$ cat src/rtl/uart_modem_pkg.sv
// Shared definitions for the modem control/status slice.
// Assumes: control byte bit layout is fixed by software convention.
package uart_modem_pkg;

    localparam int MCR_W       = 8;
    localparam int MCR_DTR     = 0;
    localparam int MCR_RTS     = 1;
    localparam int MCR_OUT1    = 2;
    localparam int MCR_OUT2    = 3;
    localparam int MCR_LOOP    = 4;
    localparam logic [MCR_W-1:0] MCR_MASK = 8'h1F;

    // Status nibble, ordered as it appears in the status byte (bit 7 first).
    typedef struct packed {
        logic cd;
        logic ri;
        logic dsr;
        logic cts;
    } modem_stat_t;

    localparam int STAT_W = $bits(modem_stat_t);

endpackage

$ cat src/rtl/modem_sync.sv
// Multi-bit, multi-stage synchronizer for asynchronous level inputs.
// Assumes: each bit is an independent level; no cross-bit coherence needed.
module modem_sync #(
    parameter int          WIDTH     = 4,
    parameter int          STAGES    = 2,
    parameter logic        RESET_VAL = 1'b1
) (
    input  logic             clk,
    input  logic             rst_n,
    input  logic [WIDTH-1:0] async_in,
    output logic [WIDTH-1:0] sync_out
);

    logic [WIDTH-1:0] stage_q [STAGES];

    generate
        for (genvar s = 0; s < STAGES; s++) begin : g_stage
            // One flop rank of the synchronizer chain.
            always_ff @(posedge clk) begin
                if (!rst_n) begin
                    stage_q[s] <= {WIDTH{RESET_VAL}};
                end else if (s == 0) begin
                    stage_q[s] <= async_in;
                end else begin
                    stage_q[s] <= stage_q[(s == 0) ? 0 : s-1];
                end
            end
        end
    endgenerate

    assign sync_out = stage_q[STAGES-1];

endmodule

$ cat src/rtl/modem_loop_route.sv
// Combinational routing between normal and self-test (loopback) paths.
// Assumes: sync_pins_n are already synchronized, active low.
module modem_loop_route
    import uart_modem_pkg::*;
(
    input  logic              loop_en,
    input  logic [3:0]        mcr_ctl,     // {out2, out1, rts, dtr}
    input  logic [STAT_W-1:0] sync_pins_n, // {cd, ri, dsr, cts}, active low
    input  logic              core_tx,
    input  logic              rx_pin,
    output modem_stat_t       stat_src,
    output logic [3:0]        pins_n,      // {out2_n, out1_n, rts_n, dtr_n}
    output logic              tx_pin,
    output logic              core_rx
);

    // Select the status source: pins in normal mode, control bits in loopback.
    always_comb begin
        if (loop_en) begin
            stat_src.cts = mcr_ctl[MCR_DTR];
            stat_src.dsr = mcr_ctl[MCR_RTS];
            stat_src.ri  = mcr_ctl[MCR_OUT1];
            stat_src.cd  = mcr_ctl[MCR_OUT2];
        end else begin
            stat_src = modem_stat_t'(~sync_pins_n);
        end
    end

    // Drive pins: inverted control in normal mode, inactive in loopback.
    always_comb begin
        pins_n  = loop_en ? 4'hF : ~mcr_ctl;
        tx_pin  = loop_en ? 1'b1 : core_tx;
        core_rx = loop_en ? core_tx : rx_pin;
    end

endmodule

$ cat src/rtl/modem_delta.sv
// Status register with change flags and interrupt request.
// Assumes: stat_src is synchronous; rd_clr is a single-cycle strobe.
module modem_delta
    import uart_modem_pkg::*;
(
    input  logic        clk,
    input  logic        rst_n,
    input  modem_stat_t stat_src,
    input  logic        rd_clr,
    input  logic        int_en,
    output modem_stat_t stat_q,
    output modem_stat_t delta_q,
    output logic        irq
);

    modem_stat_t set_now;

    // Work out which flags the upcoming edge sets.
    always_comb begin
        set_now.cts = stat_src.cts ^ stat_q.cts;
        set_now.dsr = stat_src.dsr ^ stat_q.dsr;
        set_now.cd  = stat_src.cd  ^ stat_q.cd;
        set_now.ri  = stat_q.ri & ~stat_src.ri;
    end

    // Register status and accumulate change flags; a read clears, a new change wins.
    always_ff @(posedge clk) begin
        if (!rst_n) begin
            stat_q  <= '0;
            delta_q <= '0;
        end else begin
            stat_q  <= stat_src;
            delta_q <= (rd_clr ? modem_stat_t'('0) : delta_q) | set_now;
        end
    end

    assign irq = int_en & (|delta_q);

endmodule

$ cat src/rtl/uart_modem_ctrl.sv
// Top of the modem control/status slice with internal loopback.
// Assumes: bus strobes are synchronous to clk; modem pins are asynchronous.
module uart_modem_ctrl
    import uart_modem_pkg::*;
#(
    parameter int SYNC_STAGES = 2
) (
    input  logic       clk,
    input  logic       rst_n,
    input  logic       mcr_we,
    input  logic [7:0] mcr_wdata,
    output logic [7:0] mcr_rdata,
    input  logic       msr_rd,
    input  logic       msr_int_en,
    output logic [7:0] msr_rdata,
    output logic       modem_irq,
    input  logic       cts_pin_n,
    input  logic       dsr_pin_n,
    input  logic       ri_pin_n,
    input  logic       cd_pin_n,
    output logic       dtr_n,
    output logic       rts_n,
    output logic       out1_n,
    output logic       out2_n,
    input  logic       core_tx,
    output logic       tx_pin,
    input  logic       rx_pin,
    output logic       core_rx
);

    logic [MCR_W-1:0]  mcr_q;
    logic [STAT_W-1:0] pins_sync_n;
    logic [3:0]        pins_n;
    modem_stat_t       stat_src;
    modem_stat_t       stat_q;
    modem_stat_t       delta_q;

    // Control byte register; unused upper bits are forced to zero.
    always_ff @(posedge clk) begin
        if (!rst_n) begin
            mcr_q <= '0;
        end else if (mcr_we) begin
            mcr_q <= mcr_wdata & MCR_MASK;
        end
    end

    modem_sync #(
        .WIDTH     (STAT_W),
        .STAGES    (SYNC_STAGES),
        .RESET_VAL (1'b1)
    ) u_sync (
        .clk      (clk),
        .rst_n    (rst_n),
        .async_in ({cd_pin_n, ri_pin_n, dsr_pin_n, cts_pin_n}),
        .sync_out (pins_sync_n)
    );

    modem_loop_route u_route (
        .loop_en     (mcr_q[MCR_LOOP]),
        .mcr_ctl     (mcr_q[3:0]),
        .sync_pins_n (pins_sync_n),
        .core_tx     (core_tx),
        .rx_pin      (rx_pin),
        .stat_src    (stat_src),
        .pins_n      (pins_n),
        .tx_pin      (tx_pin),
        .core_rx     (core_rx)
    );

    modem_delta u_delta (
        .clk      (clk),
        .rst_n    (rst_n),
        .stat_src (stat_src),
        .rd_clr   (msr_rd),
        .int_en   (msr_int_en),
        .stat_q   (stat_q),
        .delta_q  (delta_q),
        .irq      (modem_irq)
    );

    assign mcr_rdata = mcr_q;
    assign msr_rdata = {stat_q, delta_q};
    assign dtr_n     = pins_n[MCR_DTR];
    assign rts_n     = pins_n[MCR_RTS];
    assign out1_n    = pins_n[MCR_OUT1];
    assign out2_n    = pins_n[MCR_OUT2];

endmodule

$ cat config.mk
export PLATFORM = sky130hd
export DESIGN_NAME = uart_modem_ctrl
export DESIGN_NICKNAME = d
export VERILOG_FILES = /design/src/rtl/uart_modem_pkg.sv /design/src/rtl/modem_sync.sv /design/src/rtl/modem_loop_route.sv /design/src/rtl/modem_delta.sv /design/src/rtl/uart_modem_ctrl.sv
export SDC_FILE = /design/constraint.sdc
export NUM_CORES = 1
export LEC_CHECK = 0
export BUFFER_PORTS_ARGS = -buffer_cell sky130_fd_sc_hd__buf_4
export CAP_MARGIN = 20
export CORE_ASPECT_RATIO = 0.8
export CORE_MARGIN = 1.5
export CORE_UTILIZATION = 43
export CTS_BUF_LIST = sky130_fd_sc_hd__clkbuf_16
export DETAILED_ROUTE_END_ITERATION = 16
export PLACE_DENSITY = 0.85
export SYNTH_ARGS = -nofsm -noshare
export SYNTH_HDL_FRONTEND = slang
export SYNTH_HIERARCHICAL = 1
export SYNTH_SLANG_ARGS = --single-unit
$ cat constraint.sdc
create_clock -name clk -period 1.2 [get_ports clk]
set_input_delay 0.06 -clock clk [delete_from_list [all_inputs] [get_ports clk]]
set_output_delay 0.06 -clock clk [all_outputs]
set_load 0.02 [all_outputs]
==> metrics.md, run 1 <==
| Metric | Value |
|---|---|
| Largest net degree at the start of global routing | 22 |
| Global-route wire length before repair | 2350 um |
| Mapped Area | 807 sq um |
| Vias in the first global route | 556 |
| Mux share of post-synthesis cell area | 0.0884 |
| Hold_sp | mcr_wdata[4] |
| TritonRoute pass-1 iters | 4 |
| Clk root buf | clkbuf_16 |
| Req. time, crit path | 1140 ps |
| Buffers & Inverters on Critical Path | 1 |
| Syn Area/Cell | 10.6 sq um |
| Layout cells sized above 1 | 0.378 |
| Design area | 1220 sq um |
| Global-route usage over all layers | 0.145 |
| Post-Synth Simple-Gate Area | 0.223 |
| Crit path largest cell delay | 420 ps |
| TritonCTS clock tree | yes |
| PwrDens | 1390 nW/um^2 |
| FF+latch count, synth | 21 |
| Filler cells | 129 |
| Critical path data arrival time | 1130 ps |
| Post-DR wirelength/cell | 10.9 um |
| ANT cells | 0 |
| Crit path kind | reg2out |
| Worst Setup SP | u_delta/delta_q[1]$_SDFF_PN0_ |
| Post-place instance area | 1070 sq um |
| Mapped Cells | 76 |
| Post-Synth Adder-Cell Area | 0 |
| Clock Sinks | 21 |
| Chip width | 51.4 um |
| Drc violations | 0 |
| ANT nets after route | 0 |
| Die span in y | 41.8 um |
| Max-capacitance violation count | 0 |
| DR vias | 624 |
| Synth Area in Compound Gates | 0.0698 |
| Final wirelength | 1530 um |
| I/O Pins | 42 |
| Gpl congestion | 0.644 |
| Post-Synth XOR/XNOR Area | 0.0326 |
| Area grow syn2layout | 50.7% |
| Worst hold path type | in2reg |
| Vias per std cell | 4.43 |
| Skew final | 2.21 ps |
| I/O Buffers | 35 |
| Period utilisation layout | 0.990 |
| Clock Path Buffers | 2 |
| Outcome | finished, final reports clean |
| Syn. warnings | 6 |
| RSZ-0062 raised after global routing | true |
| Nature of the critical path endpoint | output port |
| Power Total | 1.69 mW |
| Highest clock rate | 842 MHz |
| Core Footprint | 1690 sq um |
| Initial Util | 0.477 |
| CP max stage cell | o41a_1 |
| Cells along the critical path | o41a_1 > buf_6 |
| Max H-tree Level | 1 |
| Initial DRC Count | 3 |
| Sequential area share after synthesis | 0.521 |
| CTS Buf Count | 3 |
| Largest family of logic cells by synthesized area | simple AND/OR/NAND/NOR gates |
| CP Max Fanout | 3 |
| LEAKAGE | 0.547 nW |
| Final Hold Viols | 0 |
| Worst r2r src | mcr_rdata[4]$_SDFFE_PN0P_ |
| Rows | 13 |
| Non-filler instance count after layout | 141 |
| Placed Cells | 131 |
| Post-synthesis cell type count | 16 |
| Total grt overflow | 0 |
| Hold WS | 67.1 ps |
| DIE AREA | 2150 sq um |
| Final setup fails | 0 |
| Clock Pin Slew Worst Setup and Hold Paths | 50 ps |
| Final nets | 139 |
| Worst-Skew Late Latency | 250 ps |
| Fin crit period | 1190 ps |
| CP delay by family, top | compound AO/OA/AOI/OAI gates |
| Startpoint types | flip-flop |
| Slew Viols, Final | 0 |
| Max VDD drop | 1.24 mV |
| Initial antenna violation count | 0 |
[cells by family after synthesis]
| group | after synthesis |
|---|---|
| AOI/OAI and AO/OA | 8 |
| xor gates and xnor gates | 3 |
| buffers and inverters | 6 |
| DFF | 21 |
| muxes | 7 |
| other | 1 |
| and+or+nand+nor | 30 |
[worst min-delay path, cell delays in order]
cell     delay [ps]
buf_4            80
mux2i_1          50
nor2b_1          90
[cells in the final DEF (no fill, tap or decap), drive strengths merged]
master and instances:
mux2 1, o21ai 3, dlygate4sd3 4, clkbuf 3, conb 3, xnor2 3
a21boi 4, buf 38, nand2 3, or2 1, and2 4, dfxtp 21
inv 2, o41a 1, nand2b 17, nor2b 5, mux2i 6
[where the power goes]
group / internal (mW) / switching (mW) / total [mW]
registers: 0.734 / 0.0215 / 0.755
clock network: 0.443 / 0.224 / 0.666
logic: 0.147 / 0.126 / 0.272
total: 1.32 / 0.371 / 1.69
[flip-flops by register name, summed over array words and instances (netlist names)]
| name | flops |
|---|---|
| u_delta/stat_q | 4 |
| u_delta/delta_q | 4 |
| u_sync/stage_q | 8 |
| mcr_rdata | 5 |
[synthesized netlist by cell type]
| cell | count | area (sq um) |
|---|---|---|
| inv_1 | 1 | 3.75 |
| o21ai_0 | 3 | 15.0 |
| nand2b_1 | 17 | 106 |
| xnor2_1 | 3 | 26.3 |
| mux2_2 | 1 | 11.3 |
| dfxtp_1 | 21 | 420 |
| nor2b_1 | 5 | 31.3 |
| and2_1 | 4 | 25.0 |
| mux2i_1 | 6 | 60.1 |
| a21boi_1 | 4 | 30.0 |
| buf_4 | 3 | 22.5 |
| conb_1 | 1 | 3.75 |
| or2_2 | 1 | 6.26 |
| o41a_1 | 1 | 11.3 |
| nand2_1 | 3 | 11.3 |
| buf_6 | 2 | 22.5 |
[layer usage]
metal	up-vias	share of wire	GRT usage	wire, um
li1	323	-	-	-
met4	0	0.0065	0.0474	10
met3	2	0.074	0.0576	114
met2	25	0.50	0.259	765
met5	-	0	0	0
met1	274	0.42	0.152	640
[worst paths after layout]
check / end / slack, ps / depth (start not counted)
min: mcr_rdata[4]$_SDFFE_PN0P_ / 70 / 3
min reg2reg: u_sync/stage_q[1][3]$_SDFF_PN1_ / 400 / 1
max: modem_irq / 10 / 2
max reg2reg: u_delta/delta_q[3]$_SDFF_PN0_ / 100 / 4
[metrics by stage]
stage / TNS [ps] / util / setup WS (ps)
finish: 0 / 0.719 / 12.6
global route: -4.36 / 0.719 / -4.36
CTS: 0 / 0.719 / 8.01
detailed placement: 0 / 0.631 / 39.6
global placement: 0 / 0.631 / 85.7
floorplan: 0 / - / 1.24
[cell type report]
cell class,count,area [sq um],area share
clock inverter,1,3.75,0.00309
inverter,1,3.75,0.00309
sequential,21,425,0.350
tap,22,27.5,0.0226
clock buffer,3,75.1,0.0617
timing repair buffer,42,333,0.274
multi-input combinational,51,348,0.286
[what timing repair did]
item / CTS / global route
endpoints found under the hold margin: 4 / 0
resized for setup: 6 / 1
setup endpoints to repair: 4 / 2
hold buffers: 4 / 0
pin swaps: 1 / 0
setup buffers: 2 / 0
No activity file was read; power rests on OpenSTA's default activity.
==> inputs of run 2 (changes only) <==
SETUP_SLACK_MARGIN = 0.05   (was default)
==> run 2 against run 1 <==
  * Fmax down 0.67%
  * Flip-flop and latch count unchanged
  * Global-route usage up 1.6 points
  * Wire length up 6.6%
  * Sequential share of layout area down 0.53 points
  * Largest cell class unchanged
==> metrics.md, run 2 (synthesized netlist as in run 1, its figures left out) <==
| Metric | Value |
|---|---|
| Outcome | finished, final reports clean |
| TritonCTS clock tree | yes |
| DR vias | 645 (+3.4%) |
| Global-route usage over all layers | 0.161 (+0.0158) |
| Die span in y | 41.8 um (unchanged) |
| Clock Sinks | 21 (unchanged) |
| Clock Pin Slew Worst Setup and Hold Paths | 50 ps (about the same) |
| Crit path kind | reg2out |
| Worst reg-to-reg setup slack | 130 ps (+30 ps) |
| Initial Util | 0.477 (unchanged) |
| Post-DR wirelength/cell | 11.6 um (+6.6%) |
| DIE AREA | 2150 sq um (unchanged) |
| Largest register FFs | 8 (unchanged) |
| Max H-tree Level | 1 (unchanged) |
| Final core occ | 0.730 (+0.0111) |
| I/O Buffers | 35 (unchanged) |
| Setup slack after layout | 4.56 ps (-8.02 ps) |
| Max-capacitance violation count | 0 (unchanged) |
| Slew Viols, Final | 0 (unchanged) |
| Non-filler instance count after layout | 141 (unchanged) |
| Power Total | 1.73 mW (+1.9%) |
| Final wirelength | 1630 um (+6.6%) |
| Layout cells sized above 1 | 0.395 (+0.0168) |
| ANT nets after route | 0 (unchanged) |
| Startpoint types | flip-flop |
| Core Footprint | 1690 sq um (unchanged) |
| Placed Cells | 130 (-0.76%) |
| Post-place instance area | 1060 sq um (-0.59%) |
| Fin crit period | 1200 ps (+8.02 ps) |
| Initial DRC Count | 7 (+4) |
| Highest clock rate | 837 MHz (-0.67%) |
| Max VDD drop | 1.15 mV (-7.7%) |
| Area grow syn2layout | 53.0% |
| Worst Setup SP | u_delta/delta_q[3]$_SDFF_PN0_ |
| Design area | 1230 sq um (+1.5%) |
| Vias per std cell | 4.57 (+3.4%) |
| Total grt overflow | 0 (unchanged) |
| Vias in the first global route | 598 (+7.6%) |
| Commonest cells after routing, fill and taps aside | 35 x buf_4, 19 x dfxtp_1, 17 x nand2b_1, 5 x mux2i_1, 5 x nor2b_1 |
| Nature of the critical path endpoint | output port |
| Hold_sp | mcr_wdata[3] |
| LEAKAGE | 0.551 nW (+0.71%) |
| Rows | 13 (unchanged) |
| Hold Path Stages | 3 (unchanged) |
| Final Hold Viols | 0 (unchanged) |
| CP Max Fanout | 2 (-1) |
| Worst hold path type | in2reg |
| Worst-Skew Late Latency | 250 ps (about the same) |
| RSZ-0062 raised after global routing | true |
| Global-route wire length before repair | 2480 um (+5.6%) |
| ANT cells | 0 (unchanged) |
| FF-to-FF End | u_delta/delta_q[1]$_SDFF_PN0_ |
| Commonest non-fill, non-tap cell in the layout | buf_4 |
| Skew final | 1.41 ps (-0.799 ps) |
| Worst r2r src | mcr_rdata[4]$_SDFFE_PN0P_ |
| Clock Path Buffers | 2 (unchanged) |
| CTS Buf Count | 3 (unchanged) |
| Largest net degree at the start of global routing | 22 (unchanged) |
| Final nets | 139 (unchanged) |
| Critical path data arrival time | 1140 ps (about the same) |
| Chip width | 51.4 um (unchanged) |
| Period utilisation layout | 0.996 (+0.00669) |
| Drc violations | 0 (unchanged) |
| Gpl congestion | 0.642 (-0.36%) |
| FF-to-FF path depth | 4 (unchanged) |
| PwrDens | 1400 nW/um^2 (+0.35%) |
| Req. time, crit path | 1140 ps (about the same) |
| Place WS | 119 ps (+79.2 ps) |
| I/O Pins | 42 (unchanged) |
| Register name with the most flops | u_sync/stage_q |
| Initial antenna violation count | 0 (unchanged) |
| Worst Hold Path EP | mcr_rdata[3]$_SDFFE_PN0P_ |
| TritonRoute pass-1 iters | 4 (unchanged) |
| Final setup fails | 0 (unchanged) |
| Clk root buf | clkbuf_16 |
==> run 2: changes by cell type in the layout (fill, tap and decap cells not counted), sizes merged <==
| cell | before | now |
|---|---|---|
| inv | 2 | 1 |
| clkinv | 0 | 1 |
==> run 2: repair_timing <==
action / CTS / global route
endpoints found under the hold margin: 4 / 0
resized for setup: 3 / 6
setup endpoints to repair: 3 / 6
buffers inserted: 3 / 0
hold buffers: 4 / 0
pin swaps: 1 / 1
==> run 2: power by group <==
part | internal (mW) | switching, mW
clock | 0.447 | 0.242
combinational | 0.151 | 0.129
sequential | 0.733 | 0.0237
total | 1.33 | 0.394
==> run 2: area by class of cell <==
class	instances	area, sq um
timing repair buffer	42	337
fill	127	457
clock inverter	1	5.00
sequential	21	425
clock buffer	3	75.1
multi-input combinational	51	362
inverter	1	3.75
tap	22	27.5
==> run 2: worst max-delay path, cell delays in order (launching register included) <==
cell and delay (ps):
dfxtp_2 310, o41a_1 430, buf_6 140
==> run 2: through the flow <==
stage / hold slack [ps] / setup TNS, ps
global placement: 241 / 0
detailed placement: 246 / 0
finish: 63.2 / 0
CTS: 59.4 / 0
global route: 87.4 / -18.1
floorplan: 133 / 0
==> run 2: per-layer routing <==
metal	up-vias	routed length [um]	track usage
met4	0	24	0.0632
met1	296	661	0.157
met5	-	0	0
met2	23	841	0.287
li1	323	-	-
met3	3	104	0.0755
==> run 2: how the worst max path moves through the flow <==
stage	to
final	modem_irq
after floorplan	u_delta/delta_q[3]$_SDFF_PN0_
after detailed placement	u_delta/delta_q[3]$_SDFF_PN0_
after global placement	u_delta/delta_q[3]$_SDFF_PN0_
after CTS	modem_irq
after global routing	modem_irq
